==> src/rtl/locator_pkg.sv <==
package locator_pkg;

  typedef enum logic [1:0] {
    ST_IDLE = 2'd0,
    ST_RUN  = 2'd1,
    ST_DONE = 2'd2
  } ctl_state_t;

  // Which product the shared multiplier forms this cycle
  typedef enum logic [1:0] {
    OP_DISC  = 2'd0,  // lambda_i * S_(r+1-i), summed into delta
    OP_SCALE = 2'd1,  // gamma * lambda_i, parked in the accumulator
    OP_MERGE = 2'd2   // delta * b_(i-1), merged and written back
  } op_kind_t;

endpackage

==> src/rtl/gf_mul.sv <==
module gf_mul #(
  parameter int unsigned  M    = 4,
  parameter logic [M:0]   POLY = 5'h13,
  parameter int unsigned  ARCH = 0
) (
  input  logic [M-1:0] a,
  input  logic [M-1:0] b,
  output logic [M-1:0] p
);

  generate
    if (ARCH == 0) begin : g_shift_reduce
      // MSB-first: reduce after each shift
      always_comb begin
        logic [M-1:0] acc;
        acc = '0;
        for (int k = int'(M) - 1; k >= 0; k--) begin
          acc = {acc[M-2:0], 1'b0} ^ (acc[M-1] ? POLY[M-1:0] : '0);
          if (b[k]) acc = acc ^ a;
        end
        p = acc;
      end
    end else begin : g_full_product
      localparam int PW = 2 * int'(M) - 1;
      // Full carry-less product, then one reduction pass from the top
      always_comb begin
        logic [PW-1:0] full;
        full = '0;
        for (int k = 0; k < int'(M); k++)
          if (b[k]) full = full ^ (PW'(a) << k);
        for (int k = PW - 1; k >= int'(M); k--)
          if (full[k]) full = full ^ (PW'(POLY) << (k - int'(M)));
        p = full[M-1:0];
      end
    end
  endgenerate

endmodule

==> src/rtl/ibm_ctrl.sv <==
module ibm_ctrl
  import locator_pkg::*;
#(
  parameter int unsigned TMAX = 3,
  parameter int unsigned TW   = 2,
  parameter int unsigned LW   = 3
) (
  input  logic          clk,
  input  logic          rst_n,
  input  logic          in_valid,
  input  logic [TW-1:0] in_t,
  input  logic          syn_nz,
  input  logic          out_ready,
  output logic          in_ready,
  output logic          out_valid,
  output logic          accept,
  output logic          running,
  output logic [TW-1:0] t_eff,
  output logic [TW-1:0] t_run,
  output op_kind_t      op,
  output logic [TW-1:0] idx,
  output logic [LW-1:0] iter
);

  ctl_state_t    state;
  logic [LW-1:0] last_iter;

  always_comb begin
    if (in_t == '0)                t_eff = TW'(1);
    else if (in_t > TW'(TMAX))     t_eff = TW'(TMAX);
    else                           t_eff = in_t;
  end

  assign in_ready  = (state == ST_IDLE);
  assign out_valid = (state == ST_DONE);
  assign running   = (state == ST_RUN);
  assign accept    = in_valid && in_ready;
  assign last_iter = LW'(2 * int'(t_run) - 1);

  always_ff @(posedge clk or negedge rst_n) begin
    if (!rst_n) begin
      state <= ST_IDLE;
      t_run <= TW'(1);
      op    <= OP_DISC;
      idx   <= '0;
      iter  <= '0;
    end else begin
      unique case (state)
        ST_IDLE: if (accept) begin
          t_run <= t_eff;
          op    <= OP_DISC;
          idx   <= '0;
          iter  <= '0;
          state <= syn_nz ? ST_RUN : ST_DONE;
        end
        ST_RUN: begin
          unique case (op)
            OP_DISC: begin
              if (idx == t_run) op <= OP_SCALE;
              else              idx <= idx + TW'(1);
            end
            OP_SCALE: op <= OP_MERGE;
            default: begin
              if (idx == '0) begin
                if (iter == last_iter) state <= ST_DONE;
                else begin
                  iter <= iter + LW'(1);
                  op   <= OP_DISC;
                end
              end else begin
                idx <= idx - TW'(1);
                op  <= OP_SCALE;
              end
            end
          endcase
        end
        default: if (out_ready) state <= ST_IDLE;
      endcase
    end
  end

  // Independent count of run cycles for the latency check
  int lat_cnt;
  always_ff @(posedge clk or negedge rst_n) begin
    if (!rst_n)       lat_cnt <= 0;
    else if (accept)  lat_cnt <= 0;
    else if (running) lat_cnt <= lat_cnt + 1;
  end

  AST_RUN_LATENCY: assert property (@(posedge clk) disable iff (!rst_n)
    $rose(out_valid) && $past(running) |-> lat_cnt == 6 * int'(t_run) * (int'(t_run) + 1));
  AST_ZERO_SKIP: assert property (@(posedge clk) disable iff (!rst_n)
    accept && !syn_nz |=> out_valid && !running);
  AST_ACCEPT_CLOSES: assert property (@(posedge clk) disable iff (!rst_n)
    accept |=> !in_ready);
  AST_OUT_HOLD: assert property (@(posedge clk) disable iff (!rst_n)
    out_valid && !out_ready |=> out_valid);

endmodule

==> src/rtl/ibm_core.sv <==
module ibm_core
  import locator_pkg::*;
#(
  parameter int unsigned M    = 4,
  parameter int unsigned TMAX = 3,
  parameter int unsigned TW   = 2,
  parameter int unsigned LW   = 3
) (
  input  logic                     clk,
  input  logic                     rst_n,
  input  logic                     accept,
  input  logic [2*TMAX*M-1:0]      in_syn,
  input  logic [TW-1:0]            t_eff,
  input  logic [TW-1:0]            t_run,
  input  logic                     running,
  input  logic                     done,
  input  op_kind_t                 op,
  input  logic [TW-1:0]            idx,
  input  logic [LW-1:0]            iter,
  input  logic [M-1:0]             mul_p,
  output logic                     syn_nz,
  output logic [M-1:0]             mul_a,
  output logic [M-1:0]             mul_b,
  output logic [(TMAX+1)*M-1:0]    out_lambda,
  output logic [LW-1:0]            out_degree,
  output logic                     out_uncorrectable
);

  localparam int NSYN  = 2 * int'(TMAX);
  localparam int NCOEF = int'(TMAX) + 1;

  logic [M-1:0]  syn_q [NSYN];
  logic [M-1:0]  lam   [NCOEF];
  logic [M-1:0]  bp    [NCOEF];
  logic [M-1:0]  gamma, delta, acc;
  logic [LW-1:0] deg_l;
  logic [M-1:0]  prev_b, syn_sel;
  logic          swap;

  // Zero test over the syndromes the request actually uses
  always_comb begin
    syn_nz = 1'b0;
    for (int j = 0; j < NSYN; j++)
      if (j < 2 * int'(t_eff) && in_syn[j*M +: M] != '0) syn_nz = 1'b1;
  end

  always_comb begin
    prev_b  = (idx == '0) ? '0 : bp[idx - TW'(1)];
    syn_sel = (LW'(idx) > iter) ? '0 : syn_q[iter - LW'(idx)];
    swap    = (delta != '0) && ({deg_l, 1'b0} <= {1'b0, iter});
  end

  always_comb begin
    unique case (op)
      OP_DISC:  begin mul_a = lam[idx]; mul_b = syn_sel;  end
      OP_SCALE: begin mul_a = gamma;    mul_b = lam[idx]; end
      default:  begin mul_a = delta;    mul_b = prev_b;   end
    endcase
  end

  always_ff @(posedge clk or negedge rst_n) begin
    if (!rst_n) begin
      for (int j = 0; j < NSYN; j++)  syn_q[j] <= '0;
      for (int i = 0; i < NCOEF; i++) begin
        lam[i] <= (i == 0) ? M'(1) : '0;
        bp[i]  <= (i == 0) ? M'(1) : '0;
      end
      gamma <= M'(1);
      delta <= '0;
      acc   <= '0;
      deg_l <= '0;
    end else if (accept) begin
      for (int j = 0; j < NSYN; j++)  syn_q[j] <= in_syn[j*M +: M];
      for (int i = 0; i < NCOEF; i++) begin
        lam[i] <= (i == 0) ? M'(1) : '0;
        bp[i]  <= (i == 0) ? M'(1) : '0;
      end
      gamma <= M'(1);
      delta <= '0;
      deg_l <= '0;
    end else if (running) begin
      unique case (op)
        OP_DISC:  delta <= (idx == '0) ? mul_p : (delta ^ mul_p);
        OP_SCALE: acc <= mul_p;
        default: begin
          lam[idx] <= acc ^ mul_p;
          bp[idx]  <= swap ? lam[idx] : prev_b;
          if (idx == '0 && swap) begin
            deg_l <= iter + LW'(1) - deg_l;
            gamma <= delta;
          end
        end
      endcase
    end
  end

  always_comb begin
    for (int i = 0; i < NCOEF; i++) out_lambda[i*M +: M] = lam[i];
  end
  assign out_degree        = deg_l;
  assign out_uncorrectable = deg_l > LW'(t_run);

  // Checker signals for the polynomial shape
  logic above_deg_clear, above_t_clear;
  always_comb begin
    above_deg_clear = 1'b1;
    above_t_clear   = 1'b1;
    for (int i = 0; i < NCOEF; i++) begin
      if (i > int'(deg_l) && lam[i] != '0) above_deg_clear = 1'b0;
      if (i > int'(t_run) && lam[i] != '0) above_t_clear   = 1'b0;
    end
  end

  AST_GAMMA_NONZERO: assert property (@(posedge clk) disable iff (!rst_n)
    running |-> gamma != '0);
  AST_LAMBDA0_NONZERO: assert property (@(posedge clk) disable iff (!rst_n)
    done |-> lam[0] != '0);
  AST_DEGREE_COVERS: assert property (@(posedge clk) disable iff (!rst_n)
    done && !out_uncorrectable |-> above_deg_clear);
  AST_ABOVE_T_ZERO: assert property (@(posedge clk) disable iff (!rst_n)
    done |-> above_t_clear);
  AST_DEGREE_BOUND: assert property (@(posedge clk) disable iff (!rst_n)
    running |-> deg_l <= LW'(2 * int'(t_run)));

endmodule

==> src/rtl/locator_ibm_serial.sv <==
module locator_ibm_serial
  import locator_pkg::*;
#(
  parameter int unsigned M        = 4,
  parameter int unsigned TMAX     = 3,
  parameter logic [M:0]  POLY     = 5'h13,
  parameter int unsigned MUL_ARCH = 0,
  localparam int unsigned TW      = $clog2(TMAX + 1),
  localparam int unsigned LW      = $clog2(2 * TMAX + 1)
) (
  input  logic                   clk,
  input  logic                   rst_n,
  input  logic                   in_valid,
  output logic                   in_ready,
  input  logic [TW-1:0]          in_t,
  input  logic [2*TMAX*M-1:0]    in_syn,
  output logic                   out_valid,
  input  logic                   out_ready,
  output logic [(TMAX+1)*M-1:0]  out_lambda,
  output logic [LW-1:0]          out_degree,
  output logic                   out_uncorrectable
);

  logic          accept, running, syn_nz;
  logic [TW-1:0] t_eff, t_run, idx;
  logic [LW-1:0] iter;
  op_kind_t      op;
  logic [M-1:0]  mul_a, mul_b, mul_p;

  ibm_ctrl #(.TMAX(TMAX), .TW(TW), .LW(LW)) u_ctrl (
    .clk(clk), .rst_n(rst_n), .in_valid(in_valid), .in_t(in_t),
    .syn_nz(syn_nz), .out_ready(out_ready), .in_ready(in_ready),
    .out_valid(out_valid), .accept(accept), .running(running),
    .t_eff(t_eff), .t_run(t_run), .op(op), .idx(idx), .iter(iter)
  );

  ibm_core #(.M(M), .TMAX(TMAX), .TW(TW), .LW(LW)) u_core (
    .clk(clk), .rst_n(rst_n), .accept(accept), .in_syn(in_syn),
    .t_eff(t_eff), .t_run(t_run), .running(running), .done(out_valid),
    .op(op), .idx(idx), .iter(iter), .mul_p(mul_p), .syn_nz(syn_nz),
    .mul_a(mul_a), .mul_b(mul_b), .out_lambda(out_lambda),
    .out_degree(out_degree), .out_uncorrectable(out_uncorrectable)
  );

  gf_mul #(.M(M), .POLY(POLY), .ARCH(MUL_ARCH)) u_mul (
    .a(mul_a), .b(mul_b), .p(mul_p)
  );

  AST_RESULT_STABLE: assert property (@(posedge clk) disable iff (!rst_n)
    out_valid && !out_ready |=> $stable(out_lambda) && $stable(out_degree)
                                && $stable(out_uncorrectable));

endmodule

==> config.mk <==
export PLATFORM = sky130hd
export DESIGN_NAME = locator_ibm_serial
export DESIGN_NICKNAME = d
export VERILOG_FILES = /design/src/rtl/locator_pkg.sv /design/src/rtl/gf_mul.sv /design/src/rtl/ibm_ctrl.sv /design/src/rtl/ibm_core.sv /design/src/rtl/locator_ibm_serial.sv
export SDC_FILE = /design/constraint.sdc
export NUM_CORES = 1
export LEC_CHECK = 0
export ABC_AREA = 1
export CAP_MARGIN = 10
export CELL_PAD_IN_SITES_DETAIL_PLACEMENT = 2
export CELL_PAD_IN_SITES_GLOBAL_PLACEMENT = 2
export CORE_MARGIN = 5
export CORE_UTILIZATION = 33
export DETAILED_ROUTE_END_ITERATION = 10
export PLACE_DENSITY_LB_ADDON = 0.1
export REMOVE_ABC_BUFFERS = 1
export SYNTH_ARGS = -nofsm -noshare
export SYNTH_HDL_FRONTEND = slang
export SYNTH_SLANG_ARGS = --single-unit
==> constraint.sdc <==
create_clock -name clk -period 3.7 [get_ports clk]
set_input_delay 0.555 -clock clk [delete_from_list [all_inputs] [get_ports clk]]
set_output_delay 0.555 -clock clk [all_outputs]
set_load 0.01 [all_outputs]
* Word level (Yosys, flattened, before mapping)
Cells that the tools add are included.
** Operators by class
- Add/subtract/negate cells :: 6
- Order comparisons :: 14
- Equality and inequality tests :: 16
- Multiplexer cells :: 73
- Bitwise gates (word level) :: 12
- Reduce and logical (&&, ||, !) cells :: 36
** Operator list (count)
- $mux 16 :: 6
- $mux 4 :: 22
- $mux 2 :: 17
- $bwmux 16 :: 2
- $xor 4x4->4 :: 8
- $reduce_bool 4->1 :: 7
- $mux 3 :: 8
- $pmux 2 s2 :: 5
- $bmux 4 s2 :: 2
- $pmux 4 s2 :: 2
- $reduce_and 5->1 :: 3
- $bmux 4 s3 :: 1
- $logic_and 1x1->1 :: 10
- $ne 3x3->1 const B :: 3
- $demux 4 s2 :: 1
- $logic_not 2->1 :: 4
- $ne 2x2->1 const B :: 4
- $reduce_bool 2->1 :: 4
- $ge 3x3->1 const B :: 2
- $lt 1x3->1 const A :: 2
- $lt 2x3->1 const A :: 2
- $lt 3x3->1 const A :: 2
- $mux 1 :: 6
- $ne 2x1->1 const B :: 3
- other kinds (26) :: 31
** Storage, ports and cells
- Register bits after elaboration :: 82
- Bits of input ports :: 30
- Output and inout bits :: 22
- Logic and storage cells :: 180

* Depth between registers and ports, before layout
Gate-level depths: netlist of run 1.
- Depth after elaboration :: 25
- Gate-level depth with buffers :: 24
- Gate-level depth less buffers :: 24

* Hierarchy
From an unflattened synthesis of run 1, not the netlist that was laid out.
** Second synthesis, totals
- Cells, all modules :: 741
- Area, all modules :: 5225.0 sq um
** By module, submodules not included
- ibm_core :: times used 1, cells an instance 565, area an instance 4060.1 sq um, seq. area each 1780.5 sq um
- ibm_ctrl :: times used 1, cells an instance 106, area an instance 830.8 sq um, seq. area each 276.5 sq um
- gf_mul :: times used 1, cells an instance 70, area an instance 334.1 sq um, seq. area each 0.0 sq um

* Worst setup path after synthesis of run 1
No wires, ideal clock.
- Path kind :: reg2reg
- Start :: reg u_ctrl.iter[0]
- End :: reg u_core.lam (netlist bit u_core.out_lambda[13])
- Setup time :: 0.118 ns
- Arrival time :: 2.543 ns
- Required time :: 3.582 ns
- Slack :: 1.039 ns
- Stages on the path, launching flop included :: 22
- Buffers on the path :: 0
- Clock period less this slack :: 2.661 ns
- Cells stage by stage :: dfrtp_1 -> inv_1 -> ha_1 -> inv_1 -> fa_1 -> clkinv_1 -> nor2_1 -> nand2_1 -> nand3_1 -> nand2_1 -> nand2_1 -> nand2_1 -> nor2_1 -> nand2_1 -> nand2_2 -> inv_1 -> nand2_1 -> nand2_1 -> nand2_1 -> nand3_1 -> nand3_1 -> nand2_1
** On the way
- Longest elaborated chain between the ends :: 23
- Elaborated cells on any way between the ends :: 25
- Those cells by class :: add/sub: 1; order compare: 1; mux: 15; bitwise: 8
** Ends and longest elaborated chain
- start: declaration :: RTL line ibm_ctrl.sv:22 : output logic [LW-1:0] iter
- start signal: assignment :: RTL line ibm_ctrl.sv:67 : iter <= iter + LW'(1);
- $sub 3x2->3 :: RTL line ibm_core.sv:49 : syn_sel = (LW'(idx) > iter) ? '0 : syn_q[iter - LW'(idx)];
- $not 3->4 (implied by the code) :: RTL line ibm_core.sv:49
- $bmux 4 s3 :: RTL line ibm_core.sv:49
- $mux 4 (implied by the code) (2 in a row) :: RTL line ibm_core.sv:49
- $mux 4 * :: RTL line ibm_core.sv:49
- $pmux 4 s2 * :: RTL line ibm_core.sv:54 : unique case (op)
- $mux 4 :: RTL line gf_mul.sv:19 : if (b[k]) acc = acc ^ a;
- $xor 4x4->4 :: RTL line gf_mul.sv:18 : acc = {acc[M-2:0], 1'b0} ^ (acc[M-1] ? POLY[M-1:0] : '0);
- [6 not listed]
- $xor 4x4->4 :: RTL line gf_mul.sv:18
- $xor 4x4->4 :: RTL line gf_mul.sv:19
- $mux 4 * :: RTL line gf_mul.sv:19
- $xor 4x4->4 * :: RTL line ibm_core.sv:86 : lam[idx] <= acc ^ mul_p;
- $bwmux 16 * :: RTL line ibm_core.sv:86
- $mux 16 * :: RTL line ibm_core.sv:82 : unique case (op)
- $mux 16 * :: RTL line ibm_core.sv:81 : end else if (running) begin
- $mux 16 * :: RTL line ibm_core.sv:72 : end else if (accept) begin
- end signal: indexed assignment :: RTL line ibm_core.sv:65 : lam[i] <= (i == 0) ? M'(1) : '0;
- end signal: indexed assignment :: RTL line ibm_core.sv:75 : lam[i] <= (i == 0) ? M'(1) : '0;
- end signal: indexed assignment :: RTL line ibm_core.sv:86
- end: declaration :: RTL line ibm_core.sv:33 : logic [M-1:0] lam [NCOEF];
Mark *: on every way between the ends. The rest lies on a longest branch, timed or not. The select of a mux whose other input is x is not followed.
A chain may end at the register's enable or synchronous reset.

* Worst setup path after layout of run 1
- Start :: reg u_ctrl.iter[0]
- End :: reg u_core.lam (netlist bit u_core.out_lambda[1])
The elaborated chain is that of the path after synthesis.

==> results.md, run 1 <==
* Status: complete, no violations
* # IOs at 52
* Setup bufs post-CTS at 0
* Post-synth EDFFs at 0
* Final wirelength at 17.7 mm
* Worst Setup End Kind: flip-flop
* Final Slew Violations at 0
* Clock-pin slew on the worst setup and hold paths at 0.06 ns
* Final Setup Violations at 0
* # port buffers at 51
* Initial antenna violation count at 0
* Drt first pass iters at 4
* WL/cell at 18.6 um
* RSZ-0062 raised after global routing: no
* TritonCTS Buffers at 9
* Vias in the first global route at about 5600
* Vias post-DR at 4840
* Yosys warns at 0
* CP max FO at 9
* Pin count of the biggest net entering global routing at 83
* Global Route Usage Sum at 0.207
* CTS tree: built
* Area delta synth->final at 19.6%
* Synth Cell Area at 5010 um^2
* Layout cell share with drive strength beyond 1 at 0.0732
* Die Wd at between 100 and 150 um
* RR Startpoint: u_ctrl.iter[0]
* Total gr overflow at 0
* Die H at 133 um
* Clock Skew at 0.0101 ns
* Final hold vios at 0
* Tmin final at 3.43 ns
* CTS H-Tree Depth at 3
* First-pass GRT wire length at 29.1 mm
* Startpoint Class: flip-flop
* Hold buffers post-CTS at 0
* #FFs+latches synth at 82
* Crit Path Class: reg -> reg
* Reg-to-reg setup timing slack at 0.27 ns
* Synth Area per Inst at around 7.1 um^2
* Ys async rst share at 1.00
* Worst EP required at 3.93 ns
* Starting Density at 0.333
* Final net count at 804
* R2r endpoint: u_core.out_lambda[1]
* Post-synth cell types at 38
* Num Clock Sinks at 82
* Post-synth top area share at 0.390
* Deepest clock path buffer count at 2
* Initial drt markers at 197
* GPL Wtd Cong at 0.824
* Reg2Reg Depth at 21
* Max-slew headroom at 0.540
* Ant. Diodes at 0
* Via/cell ratio at 5.08
* Crit path DAT at 3.67 ns
* Seq/Total Area, Yosys at 0.411
* Die area at 17700 um^2
* Rows at 45
* HPWL after DPL at 13.8 mm
* Fin Setup TNS at 0 ns
* Fmax at slightly below 0.3 GHz
* Top cells by area, synth: dfrtp_1 (39%), nand2_1 (19%), inv_1 (7.9%), nand3_1 (6.5%), nor2_1 (3.2%)
* Post-route DRC at 0
* HP Class: in -> async
* Area leader, netlist: dfrtp_1
* Post-synth top flop: dfrtp_1
* Routed Antenna Nets at 0
* Period utilisation layout at 0.928
* Core ar. at ~15000 um^2
* Worst skew pair latency at 0.35 ns
* Slew @ Worst Pin at 0.682 ns
* CTS Root Cell: clkbuf_16
* Post-synthesis cell count at a little over 700
* Max-cap violations at 0
[flip-flops by register name, summed over array words and instances (netlist names), 3 cells and up]
| name | cells |
|---|---|
| u_core.delta | 4 |
| u_core.acc | 4 |
| u_core.out_degree | 3 |
| u_core.syn_q | 24 |
| u_core.out_lambda | 16 |
| u_ctrl.iter | 3 |
| u_core.bp | 16 |
| u_core.gamma | 4 |
[area by class of cell]
type / count / area, um^2
multi-input cells: 499 / 2450
clock buffers: 10 / 229
fillers: 1801 / 9040
flip-flops and latches: 82 / 2060
repair buffers: 55 / 558
well taps: 188 / 235
clock inverters: 6 / 33.8
inverters: 113 / 424
[logic make-up (layout without fill, tap and decap cells)]
group / count (synthesis) / count (layout) / share of synthesized area
adder cells (fa/ha/maj): 14 / 14 / 0.0380
AND/OR/NAND/NOR: 386 / 386 / 0.325
AO/OA/AOI/OAI: 88 / 88 / 0.107
flip-flops: 82 / 82 / 0.411
buffers and inverters: 124 / 184 / 0.0999
XOR/XNOR: 11 / 11 / 0.0192
[timing repair]
action / 4_1_cts / 5_1_grt
hold endpoints to repair: 0 / 0
gates resized for setup: 0 / 1
endpoints found under the setup margin: 0 / 7
[layer usage]
layer	GRT usage	wire length, um	vias to the layer above
met5	0	0	-
met2	0.379	9260	53
met3	0.0310	443	15
met1	0.250	7750	2431
li1	-	-	2341
met4	0.0629	282	0
[worst max-delay path: stages, from the launching register on]
cell and delay, ns:
dfrtp_1 0.44, inv_1 0.10, ha_1 0.14, inv_1 0.06, fa_1 0.62, clkinv_1 0.29, nor2_1 0.18, nand2_1 0.06
nand3_1 0.08, nand2_1 0.06, nand2_1 0.10, nand2_1 0.14, nor2_1 0.12, nand2_1 0.07, nand2_2 0.08, inv_1 0.07
nor2_1 0.12, nor2_1 0.10, nand2_2 0.09, nand3_1 0.18, nand3_1 0.14, nand2_1 0.06
[synthesized netlist by cell type, types with 4 or more instances]
cell type	instances
nand2_1	248
inv_1	106
dfrtp_1	78
nand3_1	65
nor2_1	43
o21ai_0	29
o22ai_1	24
a21oi_1	15
ha_1	12
nand2_2	8
xor2_1	7
a21oi_2	6
clkbuf_1	5
inv_2	5
nor4_1	5
buf_6	4
dfstp_2	4
nand3b_1	4
xnor2_1	4
[metrics by stage]
step           worst slack, ns  hold slack, ns  cells   util  cell area [um^2]
2_1_floorplan            0.770           0.259    694      -              4930
3_3_place_gp             0.446           0.463    936  0.379              5700
3_5_place_dp             0.272           0.474    936  0.379              5700
4_1_cts                  0.226           0.468    952  0.397              5960
5_1_grt                 0.0405           0.223    953  0.399              5990
6_report                 0.265           0.184    953  0.399              5990
[worst max-delay path by stage]
stage / start / to / slack, ns / depth (start not counted)
2_1_floorplan: u_ctrl.idx[0] / u_core.out_lambda[13] / 0.77 / 20
3_3_place_gp: u_ctrl.idx[1] / u_core.out_lambda[9] / 0.45 / 19
3_5_place_dp: u_ctrl.idx[1] / u_core.out_lambda[1] / 0.27 / 19
4_1_cts: u_ctrl.idx[1] / u_core.out_lambda[1] / 0.23 / 19
5_1_grt: u_ctrl.iter[0] / u_core.out_lambda[1] / 0.04 / 21
6_report: u_ctrl.iter[0] / u_core.out_lambda[1] / 0.27 / 21
[layout by cell type, fill, tap and decap left out, drive strengths merged, types with 4 or more instances in the layout]
master	Yosys	layout
dfrtp	78	78
nand2	256	256
o21ai	32	32
nand3b	4	4
a21oi	21	21
inv	111	111
clkinv	2	8
clkbuf	5	10
ha	12	12
xor2	7	7
nor4	5	5
nor2	48	48
xnor2	4	4
dfstp	4	4
buf	6	5
o22ai	24	24
nand3	68	68
clkdlybuf4s50	0	50
Power of run 1 is left out: the tool's default activity adds up to more than one toggle a clock period on the data nets, which glitch-free logic cannot reach.
==> run 2, diff against run 1 <==
ABC_AREA = unset   (was 1)
CORE_UTILIZATION = 36   (was 33)
==> results.md, run 2 <==
* HP Class: in -> async
* Worst Setup End Kind: flip-flop
* # IOs at 52 (unchanged)
* Reg-to-reg setup timing slack at 0.14 ns (-0.12 ns)
* DP Area at 5510 um^2 (-3.2%)
* Final worst slack at 0.144 ns (-0.121 ns)
* Worst VDD drop at 0.321 mV
* Layout cell share with drive strength beyond 1 at 0.128 (+0.0547)
* Fmax at 0.281 GHz (-3.4%)
* Vias in the first global route at 4523 (-19%)
* Post-route DRC at 0 (unchanged)
* Total Power at roughly 0.0066 W
* Max-slew headroom at 0.285 (-0.256)
* Clock-pin slew on the worst setup and hold paths at 0.06 ns (about the same)
* Fin Setup TNS at 0 ns (unchanged)
* Hold buffers post-CTS at 0 (unchanged)
* First-pass GRT wire length at 24.7 mm (-15%)
* Deepest clock path buffer count at 2 (unchanged)
* Worst skew pair latency at 0.35 ns (about the same)
* Starting Density at 0.363 (+0.0299)
* Via/cell ratio at 5.49 (+8.2%)
* Vias post-DR at 4060 (-16%)
* Post-synthesis cell count at 501 (-29%)
* Most frequent cells in the layout: nand2_1 (100), dfrtp_1 (78), o21ai_0 (51)
* Pwr dens at 1120 nW/um^2
* Total gr overflow at 0 (unchanged)
* CTS Root Cell: clkbuf_16
* Top cells by area, synth: dfrtp_1 (41%), nand2_1 (8.0%), o21ai_0 (5.4%), nand3_1 (4.4%), mux4_2 (3.8%)
* Initial drt markers at 145 (-26%)
* Final Setup Violations at 0 (unchanged)
* Die H at 125 um (-6.2%)
* Routed Antenna Nets at 0 (unchanged)
* Synth Area per Inst at 9.49 um^2 (+33%)
* Slew @ Worst Pin at 1.07 ns (+0.391 ns)
* Startpoint Class: flip-flop
* Global Route Usage Sum at 0.199 (-0.00797)
* Die Wd at 125 um (-6.2%)
* Core ar. at 13100 um^2 (-13%)
* Hold_ws at 0.390 ns (+0.206 ns)
* HPWL after DPL at 10.8 mm (-21%)
* Ys async rst share at 1.00 (unchanged)
* Drt first pass iters at 4 (unchanged)
* Max-cap violations at 0 (unchanged)
* CTS H-Tree Depth at 3 (unchanged)
* Initial antenna violation count at 0 (unchanged)
* Most frequent cell after synthesis: nand2_1
* Commonest non-fill, non-tap cell in the layout: nand2_1
* Final Cell Area at 5850 um^2 (-2.3%)
* Post-synth EDFFs at 0 (unchanged)
* WL/cell at 20.5 um (+10%)
* Clock Skew at 0.00745 ns (-0.00262 ns)
* Worst EP required at 3.91 ns (-0.02 ns)
* Period utilisation layout at 0.961 (+0.0327)
* Tmin final at 3.56 ns (+0.121 ns)
* Final net count at 602 (-25%)
* Synth top cells by count: nand2_1 (101), dfrtp_1 (78), o21ai_0 (51)
* Place WS at 0.0648 ns (-0.207 ns)
* Yosys warns at 0 (unchanged)
* Post-synth top area share at 0.411 (+0.0211)
* Rows at 42 (-6.7%)
* Final hold vios at 0 (unchanged)
* CTS tree: built
* Die area at 15600 um^2 (-12%)
* GPL Wtd Cong at 0.852 (+3.4%)
* Post-synth top flop: dfrtp_1
* Area leader, netlist: dfrtp_1
* Most flops, register: u_core.syn_q
* Multi-input gate area at 2540 um^2 (+3.8%)
* Final Slew Violations at 0 (unchanged)
* FF+latch area at 2060 um^2 (about the same)
* Crit path DAT at 3.77 ns (+0.10 ns)
* Status: complete, no violations
* Post-synth cell types at 54 (+42%)
* Area delta synth->final at 23.1%
* TritonCTS Buffers at 9 (unchanged)
* # port buffers at 51 (unchanged)
* Pin count of the biggest net entering global routing at 83 (unchanged)
* Pleak at ~2.5 nW
* #FFs+latches synth at 82 (unchanged)
* Final wirelength at 15.1 mm (-15%)
* Seq/Total Area, Yosys at 0.433 (+0.0223)
* Filler instances at 1439 (-20%)
* Largest register FFs at 24 (unchanged)
* Crit Path Class: reg -> reg
* Synth Cell Area at 4750 um^2 (-5.1%)
* Ant. Diodes at 0 (unchanged)
* Num Clock Sinks at 82 (unchanged)
* CP max FO at 5 (-4)
-- run 2: cell count changes in the layout (fill, tap and decap cells not counted), moves of 21 or more --
cell | before | now
nand2_1 | 248 | 100
inv_1 | 106 | 16
nor2_1 | 43 | 14
nand3_1 | 65 | 42
o21ai_0 | 29 | 51
o22ai_1 | 24 | 3
-- run 2: what timing repair did --
action                                  in CTS  in global routing
endpoints found under the setup margin       0                 14
setup buffers                                0                  1
resized for setup                            0                  5
-- run 2: kinds of logic (layout without fill, tap and decap cells) --
family / count (synthesis) / count (layout) / synth area share
flops: 82 / 82 / 0.433
simple gates: 198 / 198 / 0.190
mux: 26 / 26 / 0.0908
compound gates: 122 / 122 / 0.157
xor+xnor: 18 / 18 / 0.0516
buf+inv: 41 / 103 / 0.0371
fa+ha+maj: 14 / 14 / 0.0400
-- run 2: critical path: stages (launching register included) --
cell	delay, ns
dfrtp_1	0.41
inv_2	0.11
ha_1	0.17
inv_1	0.06
fa_1	0.57
mux4_2	0.32
nor3_1	0.14
a21oi_1	0.12
o211ai_1	0.29
xnor3_1	0.46
xnor3_2	0.45
xnor2_4	0.23
o21ai_1	0.08
-- run 2: power breakdown --
part	total, W	internal (W)	switching, W
combinational	0.00398	0.00178	0.00220
clock	0.000929	0.000541	0.000388
sequential	0.00164	0.00129	0.000351
total	0.00655	0.00361	0.00294
-- run 2: metal layers --
layer  wire length (um)  track usage  up-vias
met5                  0            0        -
met4                280       0.0644        0
met3                374       0.0304       16
met2               7430        0.329       53
met1               7050        0.269     2091
li1                   -            -     1900
-- run 2: final timing paths --
path / startpoint / to / cells after the start
min in group clk: u_core.syn_q[15] / u_core.syn_q[15] / 2
worst min-delay path: rst_n / u_ctrl.state[0] / 1
worst max register to register: u_ctrl.iter[0] / u_core.out_lambda[5] / 12
worst max-delay path: u_ctrl.iter[0] / u_core.out_lambda[5] / 12
worst min register to register: u_core.syn_q[15] / u_core.syn_q[15] / 2
max in group asynchronous: rst_n / u_core.bp[11] / 1
-- run 2: area by class of cell --
cell class	count	area share
inverters	18	0.0115
multi-input cells	378	0.435
well taps	176	0.0376
clock inverters	6	0.0113
repair buffers	69	0.112
clock buffers	10	0.0408
flip-flops and latches	82	0.352
-- run 2: stage by stage --
step	utilization	cells
final	0.447	739
after global routing	0.447	739
after CTS	0.445	738
after detailed placement	0.421	722
after global placement	0.421	722
after floorplan	-	478
Note: power is estimated with default switching activity, not from simulation.
